**src/rtl/pp_arb_pkg.sv**
```systemverilog
package pp_arb_pkg;

    localparam int BUS_W = 8;
    localparam int ID_W  = $clog2(BUS_W);

    typedef logic [ID_W-1:0]  dev_id_t;
    typedef logic [BUS_W-1:0] lane_t;

    typedef enum logic [2:0] {
        ST_IDLE,
        ST_WAIT,
        ST_ARB,
        ST_SELA,
        ST_SELW
    } arb_state_e;

    typedef struct packed {
        logic  bsy;
        logic  sel;
        logic  io;
        lane_t db;
    } line_drive_t;

    typedef struct packed {
        dev_id_t own;
        dev_id_t tgt;
        logic    rs;
    } seq_ctx_t;

    function automatic lane_t id_lane(dev_id_t id);
        lane_t r;
        r     = '0;
        r[id] = 1'b1;
        return r;
    endfunction

endpackage

```
**src/rtl/pp_free_watch.sv**
```systemverilog
module pp_free_watch #(
    parameter int FREE_DLY = 2
) (
    input  logic clk,
    input  logic rst,
    input  logic bsy_n,
    input  logic sel_n,
    output logic free_ok
);
    localparam int CW = $clog2(FREE_DLY + 1);
    localparam logic [CW-1:0] NEED = CW'(FREE_DLY - 1);

    logic          idle_now;
    logic [CW-1:0] run_cnt;

    assign idle_now = bsy_n & sel_n;

    always_ff @(posedge clk) begin
        if (rst) begin
            run_cnt <= '0;
        end else if (!idle_now) begin
            run_cnt <= '0;
        end else if (run_cnt != NEED) begin
            run_cnt <= run_cnt + 1'b1;
        end
    end

    assign free_ok = idle_now && (run_cnt == NEED);
endmodule

```
**src/rtl/pp_prio_judge.sv**
```systemverilog
module pp_prio_judge
    import pp_arb_pkg::*;
(
    input  dev_id_t own,
    input  lane_t   db_n,
    input  logic    sel_n,
    output logic    beaten
);
    lane_t higher;

    for (genvar i = 0; i < BUS_W; i++) begin : g_lane
        assign higher[i] = (i > int'(own)) && !db_n[i];
    end

    assign beaten = (|higher) || !sel_n;
endmodule

```
**src/rtl/pp_tick_timer.sv**
```systemverilog
module pp_tick_timer #(
    parameter int W = 4
) (
    input  logic         clk,
    input  logic         rst,
    input  logic         clr,
    input  logic         en,
    output logic [W-1:0] count
);
    always_ff @(posedge clk) begin
        if (rst || clr) begin
            count <= '0;
        end else if (en) begin
            count <= count + 1'b1;
        end
    end
endmodule

```
**src/rtl/pp_arb_sel_ctrl.sv**
```systemverilog
module pp_arb_sel_ctrl
    import pp_arb_pkg::*;
#(
    parameter int FREE_DLY = 2,
    parameter int ARB_DLY  = 3,
    parameter int SEL_TMO  = 6
) (
    input  logic       clk,
    input  logic       rst,
    input  logic       start,
    input  logic       resel,
    input  logic [2:0] own_id,
    input  logic [2:0] tgt_id,
    input  logic       bus_bsy_n,
    input  logic       bus_sel_n,
    input  logic [7:0] bus_db_n,
    output logic       drv_bsy,
    output logic       drv_sel,
    output logic       drv_io,
    output logic [7:0] drv_db,
    output logic       won,
    output logic       lost,
    output logic       selected,
    output logic       timeout
);
    localparam int MAXD = (ARB_DLY > SEL_TMO) ? ARB_DLY : SEL_TMO;
    localparam int TW   = $clog2(MAXD + 1);
    localparam logic [TW-1:0] ARB_LAST = TW'(ARB_DLY - 1);
    localparam logic [TW-1:0] TMO_LAST = TW'(SEL_TMO - 1);

    arb_state_e  state, state_nx;
    seq_ctx_t    ctx;
    line_drive_t drv;
    logic        free_ok, beaten;
    logic        tmr_clr, tmr_en;
    logic [TW-1:0] tmr;
    logic        won_nx, lost_nx, sel_nx, tmo_nx;

    pp_free_watch #(.FREE_DLY(FREE_DLY)) u_free (
        .clk(clk), .rst(rst), .bsy_n(bus_bsy_n), .sel_n(bus_sel_n),
        .free_ok(free_ok)
    );

    pp_prio_judge u_judge (
        .own(ctx.own), .db_n(bus_db_n), .sel_n(bus_sel_n), .beaten(beaten)
    );

    pp_tick_timer #(.W(TW)) u_tmr (
        .clk(clk), .rst(rst), .clr(tmr_clr), .en(tmr_en), .count(tmr)
    );

    assign tmr_en = (state == ST_ARB) || (state == ST_SELW);

    always_comb begin
        state_nx = state;
        tmr_clr  = 1'b0;
        won_nx   = won;
        lost_nx  = 1'b0;
        sel_nx   = 1'b0;
        tmo_nx   = 1'b0;
        unique case (state)
            ST_IDLE: begin
                if (start) state_nx = ST_WAIT;
            end
            ST_WAIT: begin
                if (free_ok) begin
                    state_nx = ST_ARB;
                    tmr_clr  = 1'b1;
                end
            end
            ST_ARB: begin
                if (tmr == ARB_LAST) begin
                    if (beaten) begin
                        state_nx = ST_WAIT;
                        lost_nx  = 1'b1;
                    end else begin
                        state_nx = ST_SELA;
                        won_nx   = 1'b1;
                    end
                end
            end
            ST_SELA: begin
                state_nx = ST_SELW;
                tmr_clr  = 1'b1;
            end
            ST_SELW: begin
                if (!bus_bsy_n) begin
                    state_nx = ST_IDLE;
                    sel_nx   = 1'b1;
                    won_nx   = 1'b0;
                end else if (tmr == TMO_LAST) begin
                    state_nx = ST_IDLE;
                    tmo_nx   = 1'b1;
                    won_nx   = 1'b0;
                end
            end
            default: state_nx = ST_IDLE;
        endcase
    end

    always_ff @(posedge clk) begin
        if (rst) begin
            state    <= ST_IDLE;
            ctx      <= '0;
            won      <= 1'b0;
            lost     <= 1'b0;
            selected <= 1'b0;
            timeout  <= 1'b0;
        end else begin
            state    <= state_nx;
            won      <= won_nx;
            lost     <= lost_nx;
            selected <= sel_nx;
            timeout  <= tmo_nx;
            if (state == ST_IDLE && start) begin
                ctx.own <= own_id;
                ctx.tgt <= tgt_id;
                ctx.rs  <= resel;
            end
        end
    end

    always_comb begin
        drv = '0;
        unique case (state)
            ST_ARB: begin
                drv.bsy = 1'b1;
                drv.db  = id_lane(ctx.own);
            end
            ST_SELA: begin
                drv.bsy = 1'b1;
                drv.sel = 1'b1;
                drv.io  = ctx.rs;
                drv.db  = id_lane(ctx.own) | id_lane(ctx.tgt);
            end
            ST_SELW: begin
                drv.sel = 1'b1;
                drv.io  = ctx.rs;
                drv.db  = id_lane(ctx.own) | id_lane(ctx.tgt);
            end
            default: drv = '0;
        endcase
    end

    assign drv_bsy = drv.bsy;
    assign drv_sel = drv.sel;
    assign drv_io  = drv.io;
    assign drv_db  = drv.db;
endmodule

```
**config.mk**
```make
export PLATFORM = sky130hd
export DESIGN_NAME = pp_arb_sel_ctrl
export DESIGN_NICKNAME = d
export VERILOG_FILES = /design/src/rtl/pp_arb_pkg.sv /design/src/rtl/pp_free_watch.sv /design/src/rtl/pp_prio_judge.sv /design/src/rtl/pp_tick_timer.sv /design/src/rtl/pp_arb_sel_ctrl.sv
export SDC_FILE = /design/constraint.sdc
export NUM_CORES = 1
export LEC_CHECK = 0
export BUFFER_PORTS_ARGS = -buffer_cell sky130_fd_sc_hd__buf_4
export CORE_ASPECT_RATIO = 1.2
export CORE_UTILIZATION = 47
export CTS_CLUSTER_DIAMETER = 50
export DETAILED_ROUTE_END_ITERATION = 8
export PLACE_DENSITY = 0.75
export SETUP_SLACK_MARGIN = 0.1
export SLEW_MARGIN = 10
export SYNTH_ARGS = -nofsm -noshare
export SYNTH_HDL_FRONTEND = slang
export SYNTH_HIERARCHICAL = 1
export SYNTH_SLANG_ARGS = --single-unit
export TNS_END_PERCENT = 100
```
**constraint.sdc**
```tcl
create_clock -name clk -period 1.8 [get_ports clk]
set_clock_uncertainty 0.2 [all_clocks]
set_input_delay 0.27 -clock clk [delete_from_list [all_inputs] [get_ports clk]]
set_output_delay 0.27 -clock clk [all_outputs]
set_load 0.03 [all_outputs]
```
== After elaboration in Yosys (flattened, before gate mapping) ==
Index checks and enable logic that the tools add are counted.
Cells by class
  add/subtract/negate cells: 2
  multipliers: 0
  divide/modulo/power cells: 0
  order comparisons: 11
  equality and inequality tests: 13
  shifts and indexed selects: 0
  mux-type cells: 24
  bitwise gates (word level): 7
  reduce and logical (&&, ||, !) cells: 33
Operators with widths (count)
  $pmux W8 S2: 1
  $mux W3: 5
  $pmux W3 S5: 1
  $gt A3 B3 Y1 const A: 4
  $logic_and A1 B1 Y1: 11
  $mux W1: 11
  $eq A3 B2 Y1 const B: 3
  $logic_not A1 Y1: 8
  $lt A3 B4 Y1 const B: 2
  $or A8 B8 Y8: 1
  $reduce_and A4 Y1: 2
  $reduce_or A2 Y1: 4
  $reduce_or A7 Y1: 1
  $demux W1 S3: 2
  $eq A3 B3 Y1 const B: 2
  $ge A3 B1 Y1 const B: 2
  $gt A2 B3 Y1 const A: 2
  $ne A2 B2 Y1 const B: 3
  $reduce_or A3 Y1: 2
  $not A1 Y1: 5
  $mux W2: 2
  $ne A2 B1 Y1 const B: 2
  $pmux W1 S2: 2
  $add A3 B1 Y3 const B: 1
  9 further kinds: 11
Word-level totals
  register bits after elaboration: 19
  bits in latches: 0
  bits in writable memories: 0
  bits in read-only memories: 0
  logic and storage cells: 100
  memories: 0

== Longest topological paths before layout ==
Gate-level depths: netlist of run 1.
  word-level depth: 7
  mapped depth: 6
  mapped depth without buffers: 6

== By module ==
Netlist of run 1, hierarchy kept.
By module, submodules not included
  pp_arb_sel_ctrl: instances 1, cells each 84, area an instance 754.5 um^2, sequential area each 280.3 um^2
  pp_tick_timer: instances 1, cells each 11, area an instance 131.4 um^2, sequential area each 60.1 um^2
  pp_free_watch: instances 1, cells each 10, area an instance 102.6 um^2, sequential area each 40.0 um^2
  pp_prio_judge: instances 1, cells each 10, area an instance 55.1 um^2, sequential area each 0.0 um^2

== Worst setup path before layout of run 1 ==
OpenSTA, ideal clock, no wires.
  path kind: reg-to-output
  start: register state[1]
  end: output port drv_db[1]
  arrival: 1.725 ns
  setup slack: -0.395 ns
  cell stages (with the launch flop): 5
  path buffers: 1
  path through: dfxtp_1 buf_2 nor3b_1 o21ai_0 o32ai_1
On the way
  longest elaborated chain between the ends: 3
  elaborated cells on any way between the ends: 5
  those cells by class: eq/ne (3); mux (1); reduce/logical (1)
Ends and longest elaborated chain
  start: declaration: RTL line pp_arb_sel_ctrl.sv:31  | arb_state_e state, state_nx;
  start signal: assignment: RTL line pp_arb_sel_ctrl.sv:110  | state <= state_nx;
  $eq A3 B3 Y1 / $eq A3 B2 Y1 (equally long branches): RTL line pp_arb_sel_ctrl.sv:125  | unique case (state)
  $reduce_or A2 Y1 (no line)
  $pmux W8 S2 (*): RTL line pp_arb_sel_ctrl.sv:125
  end: declaration: RTL line pp_arb_sel_ctrl.sv:20  | output logic [7:0] drv_db,
Every way passes the cells marked *; elsewhere a longest branch is shown, timed or not.

== Final worst setup path of run 1 ==
  start: register state[2]
  end: output port drv_db[4]
Same word-level chain as after synthesis.

==> flow_metrics.tcl, run 1 <==
set metrics [dict create \
    violations "setup timing" \
    routedWlPerCell_um 15.9 \
    crit_type "flip-flop to output pin" \
    syn_avg_cell_area_um2 9.07 \
    fmax_mhz 469 \
    placed_cells 183 \
    grt_max_degree 21 \
    synth_seq_cells 19 \
    ios 35 \
    cp_cell_sequence "buf_4 > and3b_2 > nor2_4 > buf_12 > o32ai_4 > buf_6" \
    gp_congestion 0.810 \
    drc 0 \
    h-tree-depth 1 \
    antenna_found_initial 0 \
    tightestPinTransition_ns 0.412 \
    grt_pass1_wl_mm 4.34 \
    cts_buffers 3 \
    drt_iter0_markers 12 \
    powerDensity_nw_per_um2 480 \
    via_per_inst 5.68 \
    finalCritPeriodShare_pct 118 \
    max_stage_delay_ns 0.35 \
    worst_ep_required_time_ns 1.33 \
    syn_nets 137 \
    drtAntennaViolNets 0 \
    cp_max_fo 6 \
    outcome "complete, but fails checks" \
    finalNetCount 187 \
    firstDrtPassIters 4 \
    postSynthCellCount 115 \
    startpoint_type "flip-flop" \
    io_buffers 33 \
    syn2layout_area_growth_pct 66.9 \
    final_layout_size_suffix_gt1_share_pct 54.3 \
    fp-row-count 18 \
    insertedDiodeCount 0 \
    cts_tree "yes" \
    finalWorstSetupSlack_ns -0.332 \
    stdcell_count 194 \
    via_count 1101 \
    cp.arrival_ns 1.66 \
    cts_buffer_depth 2 \
    wl_met3_um 90 \
    coreArea_um2 2070 \
    route.top_layer_used "met4" \
    dr_wl_met2_mm 1.75 \
    cts.sinks 19 \
    die_h_um 53.6 \
    wl_met1_mm 1.21 \
    utilization_pct 84.1 \
    vdd_drop_max_mv 0.532 \
    whs_ns 0.00956 \
    ys_seq_area_share_pct 36.5 \
    clk_pin_slew_ns 0.11 \
    grt_overflow 0 \
    cts_root_buf "clkbuf_4" \
    drt_wl_total_mm 3.09 \
    power.leakage_uw 0.000676 \
    dp_hpwl_mm 2.07 \
    yosysWarnings 6 \
    max_slew_margin_pct 72.6 \
    finalWorstPathRequiredPeriod_ns 2.13 \
    final-hold-violation-count 0 \
    grt_pass1_vias 953 \
    cap_violations 0 \
    hold_path_class "primary input to flip-flop" \
    start_util_pct 50.4 \
    netlist_area_um2 1040 \
    stdcell_area_um2 1740 \
    die_w_um 45.0 \
    placed_area_um2 1540 \
    dp_slack_ns -0.0167 \
    rsz0062_at_grt "true" \
    cp-end-kind "output pin" \
    setup_violations 10 \
    synth_cell_types 40 \
    die_area_um2 2410 \
    clk-insertion-delay-late_ns 0.29 \
    track_usage_pct 25.4 \
    finalMaxSlewViolations 0 \
    slowest_stage "dfxtp_2" \
]
## final timing paths
path	slack, ns	from	end	cells after the start
worst max register to register	0.04	state[2]$_SDFFE_PP0P_	u_tmr/count[2]$_SDFFE_PP0P_	5
worst max-delay path	-0.33	state[2]$_SDFFE_PP0P_	drv_db[4]	6
worst min-delay path	0.01	tgt_id[0]	ctx[1]$_SDFFE_PP0P_	3
worst min register to register	0.30	ctx[0]$_SDFFE_PP0P_	ctx[0]$_SDFFE_PP0P_	2
## cell usage in the layout, fill, tap and decap left out, types with 2 or more instances in the layout
| cell | n |
|---|---|
| dfxtp_2 | 4 |
| buf_4 | 35 |
| o22ai_4 | 2 |
| ha_1 | 2 |
| nand3b_1 | 2 |
| o32ai_4 | 4 |
| o21ai_2 | 2 |
| dfxtp_1 | 14 |
| nand2b_1 | 5 |
| a211oi_2 | 4 |
| clkbuf_4 | 3 |
| nand2_1 | 6 |
| a21oi_1 | 3 |
| inv_1 | 5 |
| mux2i_1 | 8 |
| nor2_1 | 8 |
| nor3_1 | 6 |
| nor2b_1 | 3 |
| o22ai_2 | 2 |
| buf_6 | 11 |
## cells by family after synthesis
family / synth area share [%]
simple gates: 26.7
flops: 36.5
mux: 7.67
fa+ha+maj: 2.40
xor+xnor: 1.68
compound gates: 20.5
buf+inv: 4.56
## per-layer routing
| metal | up-vias | global-route usage [%] |
|---|---|---|
| met5 | - | 0 |
| met2 | 31 | 46.9 |
| met1 | 536 | 28.7 |
| met4 | 0 | 9.09 |
| met3 | 5 | 4.36 |
| li1 | 529 | - |
## synthesized netlist by cell type (all sizes together)
master,number,share of area (%)
dfxtp,19,36
nor2,9,3.2
mux2i,8,7.7
inv,6,2.2
nand2,6,2.2
nand2b,6,3.6
nor3,6,2.9
a211oi,4,3.4
nor2b,4,2.4
o21ai,4,1.9
o22ai,4,2.4
o32ai,4,3.4
a21oi,3,1.4
buf,3,2.0
a2111oi,2,2.9
and3b,2,1.7
ha,2,2.4
nand3b,2,1.4
nor3b,2,1.4
nor4b,2,1.7
a21bo,1,0.96
a21o,1,0.72
a311o,1,0.96
and3,1,0.72
and4b,1,0.96
clkbuf,1,0.36
nand4,1,0.60
nor4,1,0.60
o211ai,1,0.72
o21ba,1,0.96
o311ai,1,0.84
or2,1,0.60
or3,1,0.60
or3b,1,0.84
or4b,1,1.3
xnor2,1,0.84
xor2,1,0.84
## worst max-delay path, delay by kind of cell, from the launching register on
kind                   cells  cell delay [ns]
buffers and inverters      3             0.45
flip-flops                 1             0.35
AND/OR/NAND/NOR            2             0.35
AO/OA/AOI/OAI              1             0.21
## registers in the layout, summed over array words and instances, names as in the netlist
register / cells
ctx: 7
state: 3
u_tmr/count: 3
u_free/run_cnt: 2
lost: 1
selected: 1
timeout: 1
won: 1
## per-stage QoR
stage               total power [uW]  setup TNS (ns)
finish                           836           -2.90
global route                     882           -3.90
global placement                 601               0
floorplan                        548         -0.0322
CTS                              829           -2.42
detailed placement               608         -0.0630
## area by class of cell
class | instances | area (um2)
Timing Repair Buffer | 49 | 422
Fill cell | 133 | 330
Tap cell | 30 | 37.5
Sequential cell | 19 | 389
Clock buffer | 4 | 26.3
Inverter | 6 | 22.5
Multi-Input combinational cell | 86 | 845
## report_power, final
| group | internal (uW) | switching, uW |
|---|---|---|
| logic | 83.2 | 81.2 |
| registers | 435 | 19.6 |
| clock network | 86.2 | 131 |
| total | 604 | 231 |
## repair_timing
item,in CTS,in global routing
cloned,0,0
hold endpoints to repair,1,0
pin swaps,8,11
setup endpoints to repair,16,17
hold buffers,1,0
gates resized for setup,19,11
setup buffers,1,5
Power figures use the tool's default switching activity.
==> inputs of run 2 (changes only) <==
Settings changed: ABC_AREA set to 1, CORE_UTILIZATION 47 to 40, PLACE_DENSITY 0.75 to unset.
==> flow_metrics.tcl, run 2 <==
set metrics [dict create \
    ios 35 \
    netlist.area_leader.share_pct 32.8 \
    placed_cells 238 \
    final-hold-violation-count 0 \
    cts_root_buf "clkbuf_4" \
    die_w_um 51.1 \
    synthArstFlopShare_pct 0 \
    clk-insertion-delay-late_ns 0.30 \
    synth_edf_count 0 \
    power_uw 1830 \
    insertedDiodeCount 0 \
    yosys_most_used_dff "dfxtp_1" \
    antenna_found_initial 0 \
    netlist_area_um2 1160 \
    vdd_drop_max_mv 0.540 \
    drc 0 \
    drtAntennaViolNets 0 \
    clk_pin_slew_ns 0.10 \
    finalNetCount 243 \
    synth_cell_types 23 \
    die_h_um 61.0 \
    grt_pass1_vias 1171 \
    die_area_um2 3120 \
    dp_hpwl_mm 2.03 \
    tightestPinTransition_ns 0.289 \
    worst_ep_required_time_ns 1.33 \
    slowest_stage "dfxtp_2" \
    start_util_pct 42.0 \
    top_regs "ctx: 7 flops, state: 3 flops, u_tmr/count: 3 flops" \
    h-tree-depth 1 \
    max_slew_margin_pct 80.7 \
    outcome "complete, but fails checks" \
    synth_common_cells "29 x inv_1, 26 x nand2_1, 19 x dfxtp_1, 19 x nand3_1, 17 x nor2_1" \
    placed_area_um2 1460 \
    grt_max_degree 15 \
    cts.sinks 19 \
    ys_seq_area_share_pct 32.8 \
    r2r-start "state[1]$_SDFFE_PP0P_" \
    routedWlPerCell_um 11.5 \
    powerDensity_nw_per_um2 1080 \
    postSynthCellCount 170 \
    cts_buffer_depth 2 \
    power.leakage_uw 0.000791 \
    hold_path_class "primary input to flip-flop" \
    synth_seq_cells 19 \
    gp_congestion 0.832 \
    synth_area_leaders "dfxtp_1 33%, inv_1 9.4%, nand2_1 8.4%" \
    crit_type "flip-flop to output pin" \
    syn_nets 192 \
    fp-row-count 21 \
    violations "setup timing" \
    io_buffers 33 \
    final_cell_mix "34 x buf_4, 26 x inv_1, 26 x nand2_1, 15 x nor2_1, 15 x nand3_1" \
    hp-start "tgt_id[2]" \
    drt_wl_total_mm 2.92 \
    cap_violations 0 \
    finalWorstPathRequiredPeriod_ns 2.02 \
    rsz0062_at_grt "true" \
    fmax_mhz 496 \
    yosysTopAreaCell "dfxtp_1" \
    track_usage_pct 19.9 \
    via_count 1257 \
    cp.arrival_ns 1.55 \
    largest_reg_flops 7 \
    finalMaxSlewViolations 0 \
    final_common_cell "buf_4" \
    setup_violations 9 \
    cp-end-kind "output pin" \
    stdcell_area_um2 1700 \
    finalWorstSetupSlack_ns -0.216 \
    startpoint_type "flip-flop" \
    cts_tree "yes" \
    max_stage_delay_ns 0.35 \
    cts_buffers 3 \
    final_layout_size_suffix_gt1_share_pct 39.5 \
    drt_iter0_markers 13 \
    crit_start "state[1]$_SDFFE_PP0P_" \
    syn2layout_area_growth_pct 46.7 \
    cp_max_fo 7 \
    synth_most_common_cell "inv_1" \
    firstDrtPassIters 4 \
    stdcell_count 254 \
    yosysWarnings 6 \
    setup_tns_ns -1.31 \
    grt_overflow 0 \
    top_register "ctx" \
    coreArea_um2 2760 \
    via_per_inst 4.95 \
    syn_avg_cell_area_um2 6.82 \
    grt_pass1_wl_mm 4.64 \
    cp_cell_sequence "nor2_2 > nand2_2 > nand2_8 > inv_6 > nor2_8 > nand3_2 > o21ai_1 > buf_4" \
    whs_ns 0.0347 \
    finalCritPeriodShare_pct 112 \
]
## run 2: cell types whose count changed after synthesis, moves of 9 or more
cell | before | now
nand2_1 | 6 | 26
inv_1 | 6 | 29
o21ai_0 | 3 | 12
nand3_1 | 0 | 19
a21oi_1 | 3 | 13
## run 2: critical path: cells and delay by family (launching register included)
kind / cells / cell delay [ns]
DFF: 1 / 0.35
AOI/OAI and AO/OA: 1 / 0.10
buffers and inverters: 2 / 0.23
and+or+nand+nor: 5 / 0.57
## run 2: timing repair
action / 4_1_cts / 5_1_grt
setup endpoints to repair: 10 / 19
gates resized for setup: 18 / 19
pin swaps: 8 / 5
endpoints found under the hold margin: 4 / 0
buffers inserted: 5 / 5
hold buffers: 2 / 0
gates cloned: 0 / 0
## run 2: path summary, 6_finish.rpt
check,end,slack [ns],depth (start not counted)
setup / recovery,drv_db[3],-0.22,8
hold / removal,ctx[3]$_SDFFE_PP0P_,0.03,3
setup reg to reg,won$_SDFFE_PP0P_,0.17,10
hold reg to reg,ctx[0]$_SDFFE_PP0P_,0.28,2
## run 2: cell families after synthesis
family | after synthesis | share of synthesized area [%]
AOI/OAI and AO/OA | 32 | 14.8
and+or+nand+nor | 86 | 39.1
buffers and inverters | 31 | 11.1
DFF | 19 | 32.8
adders and majority gates | 2 | 2.16
## run 2: metal layers
metal / wire [um] / GRT usage [%]
met5: 0 / 0
met4: 65 / 9.52
met3: 103 / 3.01
met2: 1530 / 38.2
met1: 1220 / 21.1
## run 2: report_power, final
part           leakage (uW)  total, uW  internal [uW]  switching (uW)
Sequential         0.000158        629            520             109
Combinational      0.000619        986            386             600
Clock             0.0000150        218           86.4             131
Total              0.000791       1830            992             841
## run 2: through the flow
| stage | util [%] | setup WS (ns) |
|---|---|---|
| 3_5_place_dp | 52.7 | 0.0359 |
| 5_1_grt | 61.6 | -0.292 |
| 3_3_place_gp | 52.7 | 0.0638 |
| 6_report | 61.6 | -0.216 |
| 2_1_floorplan | - | -0.0371 |
| 4_1_cts | 58.0 | -0.185 |
## run 2: final cells by class
class                      count  area, um2
multi-input combinational    120        719
sequential                    19        390
tap                           34       42.5
timing repair buffer          47        399
clock buffer                   4       26.3
inverter                      30        121
fill                         263       1060
